`config.mk`:
```
export PLATFORM = sky130hd
export DESIGN_NAME = sirq_host
export DESIGN_NICKNAME = d
export VERILOG_FILES = /design/src/rtl/sirq_pkg.sv /design/src/rtl/sirq_sequencer.sv /design/src/rtl/sirq_pin_drive.sv /design/src/rtl/sirq_slot_capture.sv /design/src/rtl/sirq_host.sv
export SDC_FILE = /design/constraint.sdc
export NUM_CORES = 1
export LEC_CHECK = 0
export BUFFER_PORTS_ARGS = -buffer_cell sky130_fd_sc_hd__buf_2
export CORE_MARGIN = 2
export CORE_UTILIZATION = 52
export CTS_CLUSTER_DIAMETER = 150
export DETAILED_ROUTE_END_ITERATION = 6
export PLACE_DENSITY = 0.75
export SLEW_MARGIN = 30
export SYNTH_ARGS = -nofsm -noshare
export SYNTH_HDL_FRONTEND = slang
export SYNTH_SLANG_ARGS = --single-unit
```
`constraint.sdc`:
```
create_clock -name clk -period 1.8 [get_ports clk]
set_input_delay 0.18 -clock clk [delete_from_list [all_inputs] [get_ports clk]]
set_output_delay 0.18 -clock clk [all_outputs]
set_load 0.03 [all_outputs]
```
`src/rtl/sirq_pkg.sv`:
```
package sirq_pkg;

    // Counter wide enough for the longest frame segment (8 clocks).
    localparam int CNT_W        = 4;
    localparam int SLOT_CLOCKS  = 3;

    // Slot positions of the control-type sources inside the vector.
    localparam int SLOT_SMI     = 2;
    localparam int SLOT_IOCHK   = 16;
    localparam int SLOT_INT_A   = 17;

    typedef enum logic [2:0] {
        ST_IDLE,
        ST_START,
        ST_START_REC,
        ST_START_TA,
        ST_SLOT,
        ST_STOP,
        ST_STOP_REC,
        ST_STOP_TA
    } seq_state_e;

    typedef struct packed {
        logic oe;
        logic val;
    } pin_drv_t;

    // Low width of the start frame for a width code.
    function automatic logic [CNT_W-1:0] start_low_len(input logic [1:0] code);
        case (code)
            2'd0:    return CNT_W'(4);
            2'd1:    return CNT_W'(6);
            default: return CNT_W'(8);
        endcase
    endfunction

    // Low width of the stop frame; it encodes the next cycle's mode.
    function automatic logic [CNT_W-1:0] stop_low_len(input logic quiet);
        return quiet ? CNT_W'(2) : CNT_W'(3);
    endfunction

endpackage

```
`src/rtl/sirq_sequencer.sv`:
```
module sirq_sequencer
    import sirq_pkg::*;
#(
    parameter int NUM_SLOTS = 21,
    parameter int SLOT_W    = $clog2(NUM_SLOTS)
) (
    input  logic              clk,
    input  logic              rst,
    input  logic              mode_quiet_i,
    input  logic [1:0]        start_width_i,
    input  logic              line_i,
    output seq_state_e        state_o,
    output logic [SLOT_W-1:0] slot_o,
    output logic              sample_o,
    output logic              commit_o
);

    localparam logic [SLOT_W-1:0] LAST_SLOT = SLOT_W'(NUM_SLOTS - 1);
    localparam logic [CNT_W-1:0]  LAST_PH   = CNT_W'(SLOT_CLOCKS - 1);

    seq_state_e        state_q;
    logic [CNT_W-1:0]  cnt_q;
    logic [SLOT_W-1:0] slot_q;
    logic [1:0]        width_q;
    logic              stop_quiet_q;

    logic [CNT_W-1:0]  start_last;
    logic [CNT_W-1:0]  stop_last;

    always_comb begin
        start_last = start_low_len(width_q) - CNT_W'(1);
        stop_last  = stop_low_len(stop_quiet_q) - CNT_W'(1);
    end

    always_ff @(posedge clk) begin
        if (rst) begin
            state_q      <= ST_START;
            cnt_q        <= '0;
            slot_q       <= '0;
            width_q      <= start_width_i;
            stop_quiet_q <= 1'b0;
        end else begin
            case (state_q)
                ST_IDLE: begin
                    width_q <= start_width_i;
                    if (!line_i) begin
                        // A peripheral already supplied the first low clock.
                        state_q <= ST_START;
                        cnt_q   <= CNT_W'(1);
                    end
                end
                ST_START: begin
                    if (cnt_q == start_last) begin
                        state_q <= ST_START_REC;
                        cnt_q   <= '0;
                    end else begin
                        cnt_q <= cnt_q + CNT_W'(1);
                    end
                end
                ST_START_REC: state_q <= ST_START_TA;
                ST_START_TA: begin
                    state_q <= ST_SLOT;
                    slot_q  <= '0;
                    cnt_q   <= '0;
                end
                ST_SLOT: begin
                    if (cnt_q == LAST_PH) begin
                        cnt_q <= '0;
                        if (slot_q == LAST_SLOT) begin
                            state_q      <= ST_STOP;
                            stop_quiet_q <= mode_quiet_i;
                        end else begin
                            slot_q <= slot_q + SLOT_W'(1);
                        end
                    end else begin
                        cnt_q <= cnt_q + CNT_W'(1);
                    end
                end
                ST_STOP: begin
                    if (cnt_q == stop_last) begin
                        state_q <= ST_STOP_REC;
                        cnt_q   <= '0;
                    end else begin
                        cnt_q <= cnt_q + CNT_W'(1);
                    end
                end
                ST_STOP_REC: state_q <= ST_STOP_TA;
                ST_STOP_TA: begin
                    width_q <= start_width_i;
                    cnt_q   <= '0;
                    state_q <= stop_quiet_q ? ST_IDLE : ST_START;
                end
                default: state_q <= ST_IDLE;
            endcase
        end
    end

    always_comb begin
        state_o  = state_q;
        slot_o   = slot_q;
        sample_o = (state_q == ST_SLOT) && (cnt_q == '0);
        commit_o = (state_q == ST_STOP_TA);
    end

endmodule

```
`src/rtl/sirq_pin_drive.sv`:
```
module sirq_pin_drive
    import sirq_pkg::*;
(
    input  seq_state_e state_i,
    output logic       drv_oe_o,
    output logic       drv_val_o
);

    pin_drv_t drv;

    always_comb begin
        case (state_i)
            ST_START, ST_STOP:         drv = '{oe: 1'b1, val: 1'b0};
            ST_START_REC, ST_STOP_REC: drv = '{oe: 1'b1, val: 1'b1};
            default:                   drv = '{oe: 1'b0, val: 1'b1};
        endcase
        drv_oe_o  = drv.oe;
        drv_val_o = drv.val;
    end

endmodule

```
`src/rtl/sirq_slot_capture.sv`:
```
module sirq_slot_capture #(
    parameter int NUM_SLOTS = 21,
    parameter int SLOT_W    = $clog2(NUM_SLOTS)
) (
    input  logic                 clk,
    input  logic                 rst,
    input  logic                 sample_i,
    input  logic [SLOT_W-1:0]    slot_i,
    input  logic                 line_i,
    input  logic                 commit_i,
    output logic [NUM_SLOTS-1:0] irq_o
);

    logic [NUM_SLOTS-1:0] shadow_q;
    logic [NUM_SLOTS-1:0] irq_q;

    for (genvar g = 0; g < NUM_SLOTS; g++) begin : g_slot
        always_ff @(posedge clk) begin
            if (rst) begin
                shadow_q[g] <= 1'b0;
            end else if (sample_i && (slot_i == SLOT_W'(g))) begin
                shadow_q[g] <= ~line_i;
            end
        end
    end

    always_ff @(posedge clk) begin
        if (rst) begin
            irq_q <= '0;
        end else if (commit_i) begin
            irq_q <= shadow_q;
        end
    end

    assign irq_o = irq_q;

endmodule

```
`src/rtl/sirq_host.sv`:
```
module sirq_host
    import sirq_pkg::*;
#(
    parameter int NUM_SLOTS = 21
) (
    input  logic                 clk,
    input  logic                 rst,
    input  logic                 mode_quiet_i,
    input  logic [1:0]           start_width_i,
    input  logic                 line_i,
    output logic                 drv_oe_o,
    output logic                 drv_val_o,
    output logic [NUM_SLOTS-1:0] irq_o
);

    localparam int SLOT_W = $clog2(NUM_SLOTS);

    seq_state_e        state_w;
    logic [SLOT_W-1:0] slot_w;
    logic              sample_w;
    logic              commit_w;

    sirq_sequencer #(.NUM_SLOTS(NUM_SLOTS), .SLOT_W(SLOT_W)) u_seq (
        .clk           (clk),
        .rst           (rst),
        .mode_quiet_i  (mode_quiet_i),
        .start_width_i (start_width_i),
        .line_i        (line_i),
        .state_o       (state_w),
        .slot_o        (slot_w),
        .sample_o      (sample_w),
        .commit_o      (commit_w)
    );

    sirq_pin_drive u_pin (
        .state_i   (state_w),
        .drv_oe_o  (drv_oe_o),
        .drv_val_o (drv_val_o)
    );

    sirq_slot_capture #(.NUM_SLOTS(NUM_SLOTS), .SLOT_W(SLOT_W)) u_cap (
        .clk      (clk),
        .rst      (rst),
        .sample_i (sample_w),
        .slot_i   (slot_w),
        .line_i   (line_i),
        .commit_i (commit_w),
        .irq_o    (irq_o)
    );

endmodule

```
==> impl_results.md, run 1 <==
- Post-Route WL: 6.004 mm
- Final slew viol count: 0
- Status: complete, but fails checks
- Sequential area share after synthesis: around 45%
- Worst-margin pin slew: approximately 0.53 ns
- Non-filler cells, final: 424
- R2r setup slk: -0.12 ns
- CTS sink count: 57
- Vias in the first global route: roughly 2100
- First-pass GRT wire length: slightly below 10 mm
- Failing checks: setup timing
- Total Routing Usage GR: 23.19%
- Vias post-DR: 2297
- R2r worst-path depth: 7
- Post-Synthesis Cell Area: around 2600 um^2
- CTS root buffer: clkbuf_8
- Final ANT Viol Nets: 0
- Die height: 74.83 um
- Unrepaired setup endpoints after global routing: yes
- Layout overhead on the synthesized area: 27.15%
- Syn Area/Cell: 8.553 um^2
- Die width: between 70 and 80 um
- RR Endpoint: u_cap.shadow_q[18]
- Synth async-reset ratio: 0%
- Clock skew: approximately 0.007 ns
- Worst Hold Depth: 1
- CP Class: register to register
- # rows: 25
- CTS HTree Levels: 3
- Critical path, cell by cell: inv_1 > ha_4 > nor4bb_2 > and2_1 > and3_2 > a21oi_1 > a311oi_2
- Largest net degree at the start of global routing: 31
- Critical Path RT: 2.04 ns
- CP Capture Type: register
- CP max-delay cell: nor4bb_2
- CTS tree: done
- HP Class: primary input to register
- DRT iter0 DRCs: ~270
- Diode count: 0
- Pwr dens: roughly 1100 nW/um^2
- Maximum vdd drop: about 0.66 mV
- Number of instances in the placed design: ~400
- Starting Density: 54.51%
- CORE AREA: 4786 um^2
- FF-to-FF Start: u_seq.state_o[0]
- Final worst-path cycle share: 106.4%
- Syn. warnings: 0
- Min Tclk post-route: 1.915 ns
- WL/cell: between 10 and 15 um
- Share of cells above drive strength 1: about 27%
- Total grt overflow: 0
- Cell variety after synth: 43
- # port buffers: 28
- TritonCTS Buffers: 9
- Number of flops mapped to enable cells by yosys: 2
- Final hold slack: between 0.02 and 0.03 ns
- Leakage power: roughly 1.4 nW
- CTS clock-pin slew for the worst setup and hold paths: around 0.060 ns
- Max Buffers Root-to-Sink: 2
- Slew margin rel.: between 60 and 70%
- Layout net count: between 300 and 400
- Final setup viols: 22
- Achievable Freq: 522.1 MHz
- Synth top area cells: dfxtp_1 42%, nand2_1 7.1%, mux2i_1 6.9%, a21oi_1 6.3%, ha_1 6.2%
- Gate Count Post-Synth: just over 300
- Worst-skew pair later-pin latency: around 0.33 ns
- TritonRoute pass-1 iters: 4
- Primary FF master, synth: dfxtp_1
- Max incr delay on CP: ~0.42 ns
- Post-DP HPWL: between 3 and 4 mm
- Yosys top cell by area: dfxtp_1
- Max-cap violations: 0
- CP startpoint: u_seq.state_o[0]
- Hold-fix buffers, CTS: 0
- Initial antenna violation count: 0
- Gp weighted congestion: between 0.8 and 0.9
- Final Hold Vio Count: 0
- Syn Nets: 324
- DRC Markers: 0
- Seq cells post-synth: 57
- I/O Pins: 29
- Final worst slack: -0.1154 ns
- DR vias/cell: 5.417
- DIE AREA: between 5000 and 6000 um^2
- Post-synth top area share: between 40 and 50%
- Arrival time worst endpoint: ~2.2 ns
- Startpoint Class: register
- Crit path capture: u_cap.shadow_q[18]
- Worst-path fanout max: 7
metal layers:
layer / vias up / track usage (%) / wire length (um)
li1: 1153 / - / -
met1: 1058 / 32.55 / 2799
met2: 74 / 34.60 / 2803
met3: 12 / 5.087 / 334
met4: 0 / 9.524 / 67
met5: - / 0 / 0
Yosys cell counts, drive strengths merged, types with 2 or more instances:
cell / n
a21o: 3
a21oi: 33
a311oi: 8
and3: 3
buf: 2
clkbuf: 18
dfxtp: 55
edfxtp: 2
ha: 13
inv: 12
mux2i: 18
nand2: 49
nand2b: 2
nand3: 15
nand4: 2
nor2: 27
nor2b: 5
nor3: 8
nor3b: 2
nor4bb: 2
o211ai: 2
o21ai: 2
or2: 3
or3: 2
xnor2: 2
timing repair:
| item | in CTS | in global routing |
|---|---|---|
| buffers inserted | 3 | 0 |
| pin swaps | 9 | 8 |
| gates resized for setup | 9 | 14 |
| setup endpoints to repair | 25 | 31 |
power breakdown:
| group | internal [mW] | switching, mW |
|---|---|---|
| Clock | 0.781 | 0.485 |
| Combinational | 0.448 | 0.494 |
| Sequential | 1.33 | 0.0427 |
| Total | 2.56 | 1.02 |
layout make-up:
class,instances,area [um^2]
fillers,393,1469
multi-input cells,216,1424
flip-flops and latches,57,1167
repair buffers,58,385.4
clock buffers,12,176.4
well taps,67,83.83
inverters,12,45.04
clock inverters,2,35.03
worst min path at each step:
stage | to | from | slack, ns
after floorplan | u_seq.width_q[0] | start_width_i[0] | 0.28
after global routing | u_seq.width_q[1] | start_width_i[1] | 0.02
after CTS | u_seq.width_q[1] | start_width_i[1] | 0.02
final | u_seq.width_q[1] | start_width_i[1] | 0.03
after detailed placement | u_seq.width_q[1] | start_width_i[1] | 0.36
after global placement | u_seq.width_q[1] | start_width_i[1] | 0.37
state kept, by name (all words and copies together) (netlist names):
signal              cells
u_seq.slot_o            5
u_cap.irq_o            21
u_seq.state_o           3
u_seq.stop_quiet_q      1
u_seq.cnt_q             4
u_cap.shadow_q         21
u_seq.width_q           2
cell families (layout without fill, tap and decap cells):
family / after synthesis / in the layout / synth area share [%]
buffers and inverters: 32 / 84 / 4.748
AO/OA/AOI/OAI: 56 / 56 / 13.86
AND/OR/NAND/NOR: 127 / 127 / 23.07
multiplexers: 18 / 18 / 6.906
XOR/XNOR: 2 / 2 / 0.6716
adder cells (fa/ha/maj): 13 / 13 / 6.235
flip-flops: 57 / 57 / 44.51
critical path: cells and delay by family (launching register included):
family / cells / cell delay, ns
compound gates: 2 / 0.36
fa+ha+maj: 1 / 0.15
buf+inv: 1 / 0.10
flops: 1 / 0.31
simple gates: 3 / 0.91
layout by cell type (no fill, tap or decap), types with 5 or more instances in the layout:
| cell type | instances |
|---|---|
| mux2i_1 | 18 |
| nor2b_1 | 5 |
| buf_4 | 27 |
| inv_1 | 11 |
| ha_1 | 11 |
| a21oi_1 | 32 |
| dfxtp_1 | 52 |
| nor2_1 | 26 |
| clkbuf_8 | 11 |
| nand3_1 | 15 |
| nand2_1 | 48 |
| nor3_1 | 6 |
| buf_2 | 28 |
| a311oi_1 | 6 |
stage by stage:
step | instance area (um^2) | util [%] | setup slack, ns | power [mW] | TNS (ns)
floorplan | 2626 | - | 0.002060 | 1.889 | 0
global placement | 2980 | 62.27 | -0.05444 | 2.145 | -0.1268
detailed placement | 2980 | 62.27 | -0.1048 | 2.159 | -0.6316
CTS | 3261 | 68.13 | -0.05615 | 3.509 | -0.07560
global route | 3317 | 69.31 | -0.1602 | 3.746 | -2.287
finish | 3317 | 69.31 | -0.1154 | 3.583 | -0.9062
Note: power is estimated with default switching activity, not from simulation.
==> inputs of run 2 (changes only) <==
--- a/config.mk
+++ b/config.mk
@@ -11,6 +11,7 @@
 export CTS_CLUSTER_DIAMETER = 150
 export DETAILED_ROUTE_END_ITERATION = 6
 export PLACE_DENSITY = 0.75
+export RECOVER_POWER = 100
 export SLEW_MARGIN = 30
 export SYNTH_ARGS = -nofsm -noshare
 export SYNTH_HDL_FRONTEND = slang
==> impl_results.md, run 2 (synthesis results as in run 1) <==
- Status: complete, but fails checks (unchanged)
- Failing checks: setup timing (unchanged)
- Share of cells above drive strength 1: 20.73% (was 27.17%)
- CTS sink count: 57 (unchanged)
- Final worst-path cycle share: 107.2% (was 106.4%)
- DRT iter0 DRCs: 250 (was 274)
- Startpoint Class: register (unchanged)
- TritonRoute pass-1 iters: 4 (unchanged)
- Worst-skew pair later-pin latency: 0.33 ns (about the same)
- Leakage power: 1.324 nW (was 1.423 nW)
- CP Capture Type: register (unchanged)
- Final slew viol count: 0 (unchanged)
- Unrepaired setup endpoints after global routing: yes (unchanged)
- Pwr dens: 1088 nW/um^2 (was 1080 nW/um^2)
- Die height: 74.83 um (unchanged)
- Fin util: 68.65% (was 69.31%)
- Layout net count: 373 (unchanged)
- Largest net degree at the start of global routing: 31 (unchanged)
- Total Routing Usage GR: 23.19% (unchanged)
- Most frequent cells in the layout: 52 x dfxtp_1, 48 x nand2_1, 32 x a21oi_1 (unchanged)
- RR Endpoint: u_cap.shadow_q[18] (unchanged)
- Final Hold Vio Count: 0 (unchanged)
- Number of instances in the placed design: 407 (unchanged)
- Arrival time worst endpoint: 2.17 ns (was 2.15 ns)
- CTS tree: done (unchanged)
- Area post-placement: 2980 um^2 (unchanged)
- Final ANT Viol Nets: 0 (unchanged)
- Critical path, cell by cell: inv_1 > ha_4 > nor4bb_2 > and2_1 > and3_2 > a21oi_1 > a311oi_2 (unchanged)
- # port buffers: 28 (unchanged)
- Maximum vdd drop: 0.6567 mV (was 0.6561 mV)
- Post-DP HPWL: 3.901 mm (unchanged)
- Layout overhead on the synthesized area: 25.95% (was 27.15%)
- FF-to-FF Start: u_seq.state_o[0] (unchanged)
- CORE AREA: 4786 um^2 (unchanged)
- Diode count: 0 (unchanged)
- CP Class: register to register (unchanged)
- HP Class: primary input to register (unchanged)
- Min Tclk post-route: 1.929 ns (was 1.915 ns)
- DRC Markers: 0 (unchanged)
- DIE AREA: 5600 um^2 (unchanged)
- Final setup viols: 22 (unchanged)
- I/O Pins: 29 (unchanged)
- Non-filler cells, final: 424 (unchanged)
- First-pass GRT wire length: 9.811 mm (unchanged)
- Initial antenna violation count: 0 (unchanged)
- CTS HTree Levels: 3 (unchanged)
- Most common cell after layout, fill and taps aside: dfxtp_1 (unchanged)
- Total grt overflow: 0 (unchanged)
- Vias post-DR: 2315 (was 2297)
- CP startpoint: u_seq.state_o[0] (unchanged)
- CTS root buffer: clkbuf_8 (unchanged)
- # rows: 25 (unchanged)
- Slew margin rel.: 65.11% (was 64.85%)
- WL/cell: 14.27 um (was 14.16 um)
- R2r setup slk: -0.13 ns (was -0.12 ns)
- Worst-margin pin slew: 0.5233 ns (was 0.5273 ns)
- Vias in the first global route: 2142 (unchanged)
- Gp weighted congestion: 0.8147 (unchanged)
- Starting Density: 54.51% (unchanged)
- Max Buffers Root-to-Sink: 2 (unchanged)
- Critical Path RT: 2.04 ns (about the same)
- Post-Route WL: 6.052 mm (was 6.004 mm)
- TritonCTS Buffers: 9 (unchanged)
- Cell area after layout: 3286 um^2 (was 3317 um^2)
- DR vias/cell: 5.460 (was 5.417)
- Max incr delay on CP: 0.43 ns (was 0.42 ns)
- Achievable Freq: 518.4 MHz (was 522.1 MHz)
- CP max-delay cell: nor4bb_2 (unchanged)
- Final worst slack: -0.1292 ns (was -0.1154 ns)
- Worst-path fanout max: 7 (unchanged)
- Crit path capture: u_cap.shadow_q[18] (unchanged)
- Die width: 74.83 um (unchanged)
- Max-cap violations: 0 (unchanged)
- Worst slack at placement: -0.1048 ns (unchanged)
- Clock skew: 0.006639 ns (was 0.006993 ns)
- R2r worst-path depth: 7 (unchanged)
- CTS clock-pin slew for the worst setup and hold paths: 0.06 ns (about the same)
## run 2: cell count changes in the layout (fill, tap and decap cells not counted)
cell      change
clkbuf_4      +1
buf_2        -22
clkbuf_1     +23
buf_4         -2
## run 2: final cells by class
| cell class | instances | area, um^2 |
|---|---|---|
| timing repair buffer | 58 | 354.1 |
| sequential | 57 | 1167 |
| clock buffer | 12 | 176.4 |
| multi-input combinational | 216 | 1424 |
| clock inverter | 2 | 35.03 |
| tap | 67 | 83.83 |
| fill | 405 | 1500 |
| inverter | 12 | 45.04 |
## run 2: critical path: cells and delay by family, from the launching register on
family	cells	cell delay, ns
buffers and inverters	1	0.10
AOI/OAI and AO/OA	2	0.36
DFF	1	0.31
and+or+nand+nor	3	0.93
adders and majority gates	1	0.15
## run 2: worst min path at each step
stage                                start          endpoint  slack (ns)  depth (start not counted)
final                     start_width_i[1]  u_seq.width_q[1]        0.03                          1
after global routing      start_width_i[1]  u_seq.width_q[1]        0.02                          1
after CTS                 start_width_i[1]  u_seq.width_q[1]        0.02                          1
after detailed placement  start_width_i[1]  u_seq.width_q[1]        0.36                          1
after global placement    start_width_i[1]  u_seq.width_q[1]        0.37                          1
after floorplan           start_width_i[0]  u_seq.width_q[0]        0.28                          0
## run 2: repair_timing
action	in CTS	in global routing
gates resized for setup	9	14
pin swaps	9	8
setup buffers	3	0
endpoints found under the setup margin	25	31
hold buffers	0	0
## run 2: where the power goes
group	switching [mW]	leakage, nW	internal [mW]
Sequential	0.0430	0.465	1.33
Clock	0.484	0.109	0.781
Combinational	0.497	0.749	0.440
Total	1.02	1.32	2.55
## run 2: metal layers
layer / share of wire [%] / vias up / track usage [%]
li1: - / 1152 / -
met4: 1.7 / 0 / 9.524
met2: 46 / 86 / 34.60
met5: 0 / - / 0
met1: 47 / 1063 / 32.55
met3: 6.0 / 14 / 5.087
## run 2: per-stage QoR
step | power, mW | hold WS (ns) | setup TNS [ns]
2_1_floorplan | 1.889 | 0.2789 | 0
3_5_place_dp | 2.159 | 0.3636 | -0.6316
6_report | 3.575 | 0.02839 | -1.186
5_1_grt | 3.737 | 0.02270 | -2.477
3_3_place_gp | 2.145 | 0.3683 | -0.1268
4_1_cts | 3.509 | 0.01926 | -0.07560
==> inputs of run 3 (changes only) <==
--- a/config.mk
+++ b/config.mk
@@ -6,7 +6,6 @@
 export NUM_CORES = 1
 export LEC_CHECK = 0
 export BUFFER_PORTS_ARGS = -buffer_cell sky130_fd_sc_hd__buf_2
-export CORE_MARGIN = 2
 export CORE_UTILIZATION = 52
 export CTS_CLUSTER_DIAMETER = 150
 export DETAILED_ROUTE_END_ITERATION = 6
==> impl_results.md, run 3 (synthesis results as in run 1) <==
- Slew margin rel.: 70.18% (was 65.11%)
- Startpoint Class: register (unchanged)
- Max Buffers Root-to-Sink: 2 (unchanged)
- Multi-input gate area: 1439 um^2 (was 1424 um^2)
- Final worst-path cycle share: 102.1% (was 107.2%)
- Arrival time worst endpoint: 2.09 ns (was 2.17 ns)
- Die width: 72.83 um (was 74.83 um)
- Worst-skew pair later-pin latency: 0.34 ns (was 0.33 ns)
- Leakage power: 1.295 nW (was 1.324 nW)
- CP max-delay cell: a2111o_1 (was nor4bb_2)
- Post-Route WL: 5.977 mm (was 6.052 mm)
- CORE AREA: 4786 um^2 (unchanged)
- Status: complete, but fails checks (unchanged)
- WL/cell: 14.13 um (was 14.27 um)
- DIE AREA: 5304 um^2 (was 5600 um^2)
- I/O Pins: 29 (unchanged)
- Largest net degree at the start of global routing: 36 (was 31)
- Layout net count: 370 (was 373)
- HP Class: primary input to register (unchanged)
- Final worst slack: -0.03861 ns (was -0.1292 ns)
- Worst path top cell family by delay: compound AO/OA/AOI/OAI gates (was simple AND/OR/NAND/NOR gates)
- Achievable Freq: 543.9 MHz (was 518.4 MHz)
- Vias post-DR: 2283 (was 2315)
- # port buffers: 28 (unchanged)
- Total grt overflow: 0 (unchanged)
- Share of cells above drive strength 1: 20.51% (was 20.73%)
- Initial antenna violation count: 0 (unchanged)
- CP bufs+invs: 0 (was 1)
- Layout overhead on the synthesized area: 24.89% (was 25.95%)
- Final ANT Viol Nets: 0 (unchanged)
- CP Class: register to register (unchanged)
- Final slew viol count: 0 (unchanged)
- Min Tclk post-route: 1.839 ns (was 1.929 ns)
- CP Capture Type: register (unchanged)
- Unrepaired setup endpoints after global routing: yes (unchanged)
- Most frequent cells in the layout: 52 x dfxtp_1, 49 x nand2_1, 32 x a21oi_1 (was 52 x dfxtp_1, 48 x nand2_1, 32 x a21oi_1)
- CTS tree: done (unchanged)
- CTS sink count: 57 (unchanged)
- Fin util: 68.08% (was 68.65%)
- Starting Density: 54.51% (unchanged)
- Max incr delay on CP: 0.40 ns (was 0.43 ns)
- DRT iter0 DRCs: 104 (was 250)
- Maximum vdd drop: 0.6294 mV (was 0.6567 mV)
- Die height: 72.83 um (was 74.83 um)
- Worst-path fanout max: 5 (was 7)
- FF+latch area: 1170 um^2 (was 1167 um^2)
- Final hold slack: 0.01683 ns (was 0.02839 ns)
- Max-cap violations: 0 (unchanged)
- DRC Markers: 0 (unchanged)
- CTS HTree Levels: 3 (unchanged)
- # fillers: 407 (was 405)
- CTS root buffer: clkbuf_8 (unchanged)
- Final setup viols: 3 (was 22)
- Clock skew: 0.008520 ns (was 0.006639 ns)
- Most common cell after layout, fill and taps aside: dfxtp_1 (unchanged)
- Worst-margin pin slew: 0.4360 ns (was 0.5233 ns)
- Post-DP HPWL: 3.852 mm (was 3.901 mm)
- Critical Path RT: 2.05 ns (was 2.04 ns)
- CTS clock-pin slew for the worst setup and hold paths: 0.07 ns (was 0.06 ns)
- # rows: 25 (unchanged)
- TritonCTS Buffers: 9 (unchanged)
- Vias in the first global route: 2094 (was 2142)
- Total Routing Usage GR: 24.01% (was 23.19%)
- Final Hold Vio Count: 0 (unchanged)
- DR vias/cell: 5.397 (was 5.460)
- Critical path, cell by cell: or3b_1 > a2111o_1 > o311a_4 > o31a_1 > a311oi_2 (was inv_1 > ha_4 > nor4bb_2 > and2_1 > and3_2 > a21oi_1 > a311oi_2)
- Gp weighted congestion: 0.8446 (was 0.8147)
- Failing checks: setup timing (unchanged)
- TritonRoute pass-1 iters: 4 (unchanged)
- Diode count: 0 (unchanged)
- Pwr dens: 1063 nW/um^2 (was 1088 nW/um^2)
- First-pass GRT wire length: 9.563 mm (was 9.811 mm)
-- run 3: per-layer routing --
metal  vias up  GRT usage (%)  wire, um
li1       1149              -         -
met4         0          14.38       150
met2        37          36.45      2750
met5         -              0         0
met1      1084          31.48      2899
met3        13          4.972       176
-- run 3: per-stage QoR --
stage          setup WS, ns  TNS [ns]  power [mW]  cells  area, um^2
6_report           -0.03861  -0.07461       3.464    423        3258
5_1_grt            -0.09074   -0.7022       3.611    423        3258
3_5_place_dp       -0.08350   -0.2731       2.144    405        2965
2_1_floorplan      0.002060         0       1.889    305        2626
4_1_cts            -0.06509   -0.2065       3.377    423        3199
3_3_place_gp       -0.03517  -0.07889       2.134    405        2965
-- run 3: final cells by class --
| class | count | share of cell area, % |
|---|---|---|
| multi-input cells | 216 | 44.16 |
| clock inverters | 5 | 1.651 |
| inverters | 12 | 1.382 |
| clock buffers | 11 | 4.339 |
| well taps | 67 | 2.573 |
| flip-flops and latches | 57 | 35.91 |
| repair buffers | 55 | 9.985 |
-- run 3: path summary, 6_finish.rpt --
path | startpoint | slack (ns) | to | depth (start not counted)
worst min register to register | u_cap.irq_o[8] | 0.45 | u_cap.irq_o[8] | 2
worst max register to register | u_seq.cnt_q[1] | -0.04 | u_seq.state_o[2] | 5
worst min-delay path | start_width_i[1] | 0.02 | u_seq.width_q[1] | 1
worst max-delay path | u_seq.cnt_q[1] | -0.04 | u_seq.state_o[2] | 5
-- run 3: repair_timing --
action / 4_1_cts / 5_1_grt
hold buffers: 0 / 0
endpoints found under the setup margin: 13 / 31
resized for setup: 6 / 21
setup buffers: 2 / 0
pin swaps: 4 / 9
-- run 3: worst reg2reg max path: stages (launching register included) --
cell and delay, ns:
dfxtp_4 0.36, or3b_1 0.35, a2111o_1 0.40, o311a_4 0.15
o31a_1 0.29, a311oi_2 0.20
-- run 3: power by group --
part	switching [mW]	internal, mW
Sequential	0.0510	1.33
Clock	0.521	0.673
Combinational	0.474	0.417
Total	1.05	2.42
